### src/rtl/bwrr_pkg.sv
package bwrr_pkg;
  // a and n: a < 2*n
  function automatic int wrap_idx(int a, int n);
    return (a >= n) ? a - n : a;
  endfunction
endpackage

### src/rtl/bwrr_pick.sv
module bwrr_pick #(
  parameter int NCH = 4,
  parameter int IW  = 2
) (
  input  logic [NCH-1:0] elig_i,
  input  logic [IW-1:0]  start_i,
  output logic           found_o,
  output logic [IW-1:0]  idx_o
);
  always_comb begin
    found_o = 1'b0;
    idx_o   = '0;
    // descending offset so the nearest candidate wins
    for (int k = NCH - 1; k >= 0; k--) begin
      int c;
      c = bwrr_pkg::wrap_idx(int'(start_i) + k, NCH);
      if (elig_i[c]) begin
        found_o = 1'b1;
        idx_o   = IW'(c);
      end
    end
  end
endmodule

### src/rtl/bwrr_pause.sv
module bwrr_pause #(
  parameter int NCH = 4
) (
  input  logic           clk_i,
  input  logic           rst_ni,
  input  logic [NCH-1:0] set_i,
  input  logic [NCH-1:0] start_i,
  output logic [NCH-1:0] paused_o
);
  for (genvar g = 0; g < NCH; g++) begin : g_ch
    always_ff @(posedge clk_i or negedge rst_ni) begin
      if (!rst_ni)         paused_o[g] <= 1'b0;
      else if (set_i[g])   paused_o[g] <= 1'b1;
      else if (start_i[g]) paused_o[g] <= 1'b0;
    end

    p_start_clears_r8: assert property (@(posedge clk_i) disable iff (!rst_ni)
      (paused_o[g] && start_i[g] && !set_i[g]) |=> !paused_o[g]);
  end
endmodule

### src/rtl/bw_rr_arbiter.sv
module bw_rr_arbiter #(
  parameter int NCH = 4,
  parameter int QW  = 12,
  parameter int BW  = 8
) (
  input  logic             clk_i,
  input  logic             rst_ni,
  input  logic [NCH-1:0]   req_i,
  input  logic [NCH*QW-1:0] quota_i,
  input  logic [NCH-1:0]   ext_en_i,
  input  logic [NCH-1:0]   ext_start_i,
  input  logic             ack_i,
  input  logic [BW-1:0]    ack_bytes_i,
  output logic [NCH-1:0]   gnt_o,
  output logic [NCH-1:0]   paused_o
);
  localparam int IW = (NCH > 1) ? $clog2(NCH) : 1;
  localparam int CW = ((QW > BW) ? QW : BW) + 2;

  logic                 own_vld_q;
  logic [IW-1:0]        own_q, last_q, start_idx, pick_idx;
  logic signed [CW-1:0] rem_q, rem_dec, ack_ext;
  logic                 pick_found, exhaust, release_own, arb_en;
  logic [NCH-1:0]       pause_set, elig;

  assign ack_ext     = {{(CW-BW){1'b0}}, ack_bytes_i};
  assign rem_dec     = rem_q - ack_ext;
  assign exhaust     = own_vld_q && ack_i && (rem_dec <= 0);
  assign release_own = own_vld_q && (exhaust || !req_i[own_q]);
  assign arb_en      = !own_vld_q || release_own;
  assign pause_set   = (exhaust && ext_en_i[own_q]) ? (NCH'(1) << own_q) : '0;
  assign elig        = req_i & ~paused_o & ~pause_set;
  assign start_idx   = (last_q == IW'(NCH - 1)) ? '0 : last_q + 1'b1;

  bwrr_pick #(.NCH(NCH), .IW(IW)) u_pick (
    .elig_i  (elig),
    .start_i (start_idx),
    .found_o (pick_found),
    .idx_o   (pick_idx)
  );

  bwrr_pause #(.NCH(NCH)) u_pause (
    .clk_i    (clk_i),
    .rst_ni   (rst_ni),
    .set_i    (pause_set),
    .start_i  (ext_start_i),
    .paused_o (paused_o)
  );

  always_ff @(posedge clk_i or negedge rst_ni) begin
    if (!rst_ni) begin
      own_vld_q <= 1'b0;
      own_q     <= '0;
      last_q    <= IW'(NCH - 1);
      rem_q     <= '0;
    end else if (arb_en) begin
      own_vld_q <= pick_found;
      if (pick_found) begin
        own_q  <= pick_idx;
        last_q <= pick_idx;
        rem_q  <= {{(CW-QW){1'b0}}, quota_i[int'(pick_idx)*QW +: QW]};
      end
    end else if (ack_i) begin
      rem_q <= rem_dec;
    end
  end

  assign gnt_o = own_vld_q ? (NCH'(1) << own_q) : '0;

  p_onehot_gnt_r2: assert property (@(posedge clk_i) disable iff (!rst_ni)
    $onehot0(gnt_o));

  p_gnt_eligible_r2: assert property (@(posedge clk_i) disable iff (!rst_ni)
    (gnt_o & ~($past(req_i) & ~$past(paused_o))) == '0);

  p_paused_not_gnt_r7: assert property (@(posedge clk_i) disable iff (!rst_ni)
    (gnt_o & paused_o) == '0);

  p_pause_needs_en_r7: assert property (@(posedge clk_i) disable iff (!rst_ni)
    (paused_o & ~$past(paused_o) & ~$past(ext_en_i)) == '0);
endmodule

### config.mk
export PLATFORM = sky130hd
export DESIGN_NAME = bw_rr_arbiter
export DESIGN_NICKNAME = d
export VERILOG_FILES = /design/src/rtl/bwrr_pkg.sv /design/src/rtl/bwrr_pick.sv /design/src/rtl/bwrr_pause.sv /design/src/rtl/bw_rr_arbiter.sv
export SDC_FILE = /design/constraint.sdc
export NUM_CORES = 1
export LEC_CHECK = 0
export BUFFER_PORTS_ARGS = -buffer_cell sky130_fd_sc_hd__buf_2
export CORE_UTILIZATION = 42
export CTS_CLUSTER_DIAMETER = 150
export DETAILED_ROUTE_END_ITERATION = 6
export PLACE_DENSITY = 0.68
export SKIP_LAST_GASP = 1
export SYNTH_ARGS = -nofsm -noshare
export SYNTH_HDL_FRONTEND = slang
export SYNTH_SLANG_ARGS = --single-unit
### constraint.sdc
create_clock -name clk_i -period 4.3 [get_ports clk_i]
set_clock_uncertainty 0.05 [all_clocks]
set_input_delay 0.215 -clock clk_i [delete_from_list [all_inputs] [get_ports clk_i]]
set_output_delay 0.215 -clock clk_i [all_outputs]
set_load 0.01 [all_outputs]
==> flow_summary.toml <==
[status]
status = "complete, but fails checks"
violations = "DRC"

[yosys]
synth_compound_gate_area_share_pct = 37.41
synth-xor-area-share_pct = 2.204
synth_top_area_share_pct = 22.04
syn_nets = 354
netlist_instances = 273
synthMuxAreaShare_pct = 4.722
synth_top_family_by_area = "compound AO/OA/AOI/OAI gates"
syn_avg_cell_area_um2 = 8.735
synth-adder-area-share_pct = 5.561
synth_seq_area_share_pct = 24.24
ys_warn_count = 0
synthFlopType = "dfrtp_1"
yosys.area.top_type = "dfrtp_1"
yosys.area_share.simple_pct = 19.36
yosys.cell_types.count = 68
syn_area_um2 = 2385
synthArstFlopShare_pct = 100.0
ys_ff_latch = 23
synth-edff-count = 0
synthTopCellsByArea = "dfrtp_1 (22%), a2111oi_2 (5.7%), ha_1 (4.7%), mux2i_1 (3.8%), inv_1 (3.6%)"

[finish]
area_delta_synth_final_pct = 24.29
layout-drive-gt1-share_pct = 34.64
final_cell_area_um2 = 2964
nNetsFinal = 440
fillCellCount = 546
seq_area_um2 = 578.1
multi_input_area_um2 = 1674
diodes = 0
stdcell_count = 430

[grt]
grt_pass1_vias = 2219
grt_max_degree = 24
grt_overflow = 0
antenna_found_initial = 0
grt_pass1_wl_mm = 10.24
track_usage_pct = 21.19

[die]
core-area_um2 = 5473
die_w_um = 77.35
initial_core_util_pct = 43.58
die_area_um2 = 5983
rows = 27
die_y_um = 77.35
ios = 79

[sta]
timing.final.hold_violations = 0
maxSlewViolCount = 0
rsz0062_at_grt = "false"
min_period_over_period_pct = 95.03
fmax_mhz = 244.7
slew_headroom_pct = 64.66
tightest_slew_ns = 0.5302
whs_ns = 0.06641
finalSetupTns_ns = 0
fin_crit_ns = 4.086
setup_viol = 0

[critical_path]
cp_top_family = "compound AO/OA/AOI/OAI gates"
crit_fanout = 10
path_class = "reg2reg"
path_common_cell = "a211o_1"
worstSetupStartpointType = "flip-flop"
r2r-start = "rem_q[5]$_DFFE_PN0P_"
worst-path-buf-inv = 1
required_ns = 4.41
max_stage_delay_ns = 0.45
cp-end-kind = "flip-flop"
cpMaxStageDelayCell = "a2111oi_4"
worstPathCellList = "ha_1, a211o_1, a2111o_1, nor2_2, o21bai_1, a211o_1, a31o_1, a211o_1, a2111oi_4, buf_4, nor2_4, a221o_1, a31o_1"
setup.worst_path.start = "rem_q[5]$_DFFE_PN0P_"
cp.arrival_ns = 4.20

[clock_network]
cts_sinks = 23
cts.htree.levels = 1
cts.path.max_buffers = 2
numCtsBuffers = 3
clk_pin_slew_ns = 0.09
clk_latency_ns = 0.27
cts_setup_buffers = 0
cts_tree = "done"
ctsRootBufferMaster = "clkbuf_8"

[detailed_routing]
route.detailed.drc = 2
routedWlPerCell_um = 14.49
met2_length_mm = 2.920
postRouteWirelength_mm = 6.231
route.met3.wl_um = 221
top_layer = "met4"
route.vias.total = 2408
met1_length_mm = 3.034
drtIter0Drc = 108
drtAntennaViolNets = 0
dr.pass1.iters = 6
vias_per_cell = 5.600

[worst_hold_path]
min_from = "ext_start_i[0]"
hold_class = "in2reg"

[placed_design]
placed_area_um2 = 2893
gp_congestion = 0.8116
portBuffers = 78
hpwl_mm = 5.137
place_inst = 425

[flow_run]
drv_cap = 0

[pwr]
p_total_mw = 1.912
p_leak_nw = 1.380
power.density_nw_per_um2 = 645.0
vdd_drop_max_mv = 0.2769
[path summary, 6_finish.rpt]
kind	endpoint	slack (ns)	cells past startpoint
max	rem_q[11]$_DFFE_PN0P_	0.21	13
min	u_pause.paused_o[0]$_DFFE_PN0P_	0.07	2
max reg2reg	rem_q[11]$_DFFE_PN0P_	0.21	13
min reg2reg	last_q[1]$_DFFE_PN1P_	0.44	2
max in group asynchronous	last_q[0]$_DFFE_PN1P_	3.43	2
min in group asynchronous	rem_q[1]$_DFFE_PN0P_	0.41	2
[cells in the mapped netlist (3+ instances only)]
cell / number
o211ai_1: 3
buf_6: 3
a21o_1: 5
nand4_1: 3
and2_1: 4
o21ai_0: 11
and3_1: 5
a21oi_1: 8
a31o_1: 3
nor3_1: 5
a221o_1: 3
o22ai_1: 8
nand3_1: 6
xor2_1: 4
nor2b_1: 6
o21a_1: 4
mux2i_1: 9
a211oi_1: 11
inv_1: 23
o31a_1: 7
dfrtp_1: 21
a211o_1: 4
clkbuf_1: 4
nand2b_1: 3
a2111oi_2: 9
ha_1: 9
nand2_1: 21
o31a_2: 3
nor2_1: 16
[sequential cells by signal, indices dropped and copies added, names as in the netlist]
| signal | count |
|---|---|
| rem_q | 14 |
| own_q | 2 |
| own_vld_q | 1 |
| u_pause.paused_o | 4 |
| last_q | 2 |
[power by group]
| group | switching [mW] | internal [mW] |
|---|---|---|
| logic | 0.769 | 0.604 |
| registers | 0.0928 | 0.307 |
| clock network | 0.0725 | 0.0663 |
[layer usage]
metal / vias to the layer above / global-route usage [%]
met5: - / 0
met4: 0 / 5.283
met3: 4 / 1.529
met2: 66 / 33.63
met1: 1114 / 31.05
li1: 1224 / -
[what timing repair did]
| action | 4_1_cts | 5_1_grt |
|---|---|---|
| setup endpoints to repair | 0 | 6 |
| hold buffers | 1 | 0 |
| endpoints found under the hold margin | 21 | 0 |
| gates resized for setup | 0 | 3 |
[area by class of cell]
type                            count  area share (%)
Clock buffer                        4           1.520
Inverter                           23           2.913
Multi-Input combinational cell    217           56.48
Sequential cell                    23           19.50
Tap cell                           72           3.039
Timing Repair Buffer               91           16.55
[cells in the final DEF (no fill, tap or decap), drive strengths merged, types with 3 or more instances in the layout]
| cell type | netlist | final |
|---|---|---|
| a2111oi | 11 | 11 |
| a211o | 5 | 5 |
| a211oi | 11 | 11 |
| a21o | 6 | 6 |
| a21oi | 9 | 9 |
| a221o | 3 | 3 |
| a31o | 3 | 3 |
| and2 | 4 | 4 |
| and3 | 6 | 6 |
| buf | 6 | 90 |
| clkbuf | 4 | 4 |
| dfrtp | 21 | 21 |
| ha | 9 | 9 |
| inv | 23 | 23 |
| mux2i | 9 | 9 |
| nand2 | 21 | 21 |
| nand2b | 3 | 3 |
| nand3 | 6 | 6 |
| nand4 | 3 | 3 |
| nor2 | 18 | 18 |
| nor2b | 6 | 6 |
| nor3 | 6 | 6 |
| o211ai | 3 | 3 |
| o21a | 4 | 4 |
| o21ai | 15 | 15 |
| o22ai | 8 | 8 |
| o31a | 10 | 10 |
| or2 | 4 | 4 |
| xor2 | 4 | 4 |
[cells by family (layout without fill, tap and decap cells)]
| family | after synthesis | in the layout |
|---|---|---|
| buffers and inverters | 33 | 118 |
| DFF | 23 | 23 |
| muxes | 10 | 10 |
| AOI/OAI and AO/OA | 105 | 105 |
| xor gates and xnor gates | 6 | 6 |
| and+or+nand+nor | 86 | 86 |
| adders and majority gates | 10 | 10 |
[through the flow]
| step | util, % | setup WS [ns] |
|---|---|---|
| floorplan | - | 0.5596 |
| global placement | 52.86 | 0.2649 |
| detailed placement | 52.86 | 0.1837 |
| CTS | 53.86 | 0.1671 |
| global route | 54.16 | 0.002290 |
| finish | 54.16 | 0.2137 |
Note: power is estimated with default switching activity, not from simulation.
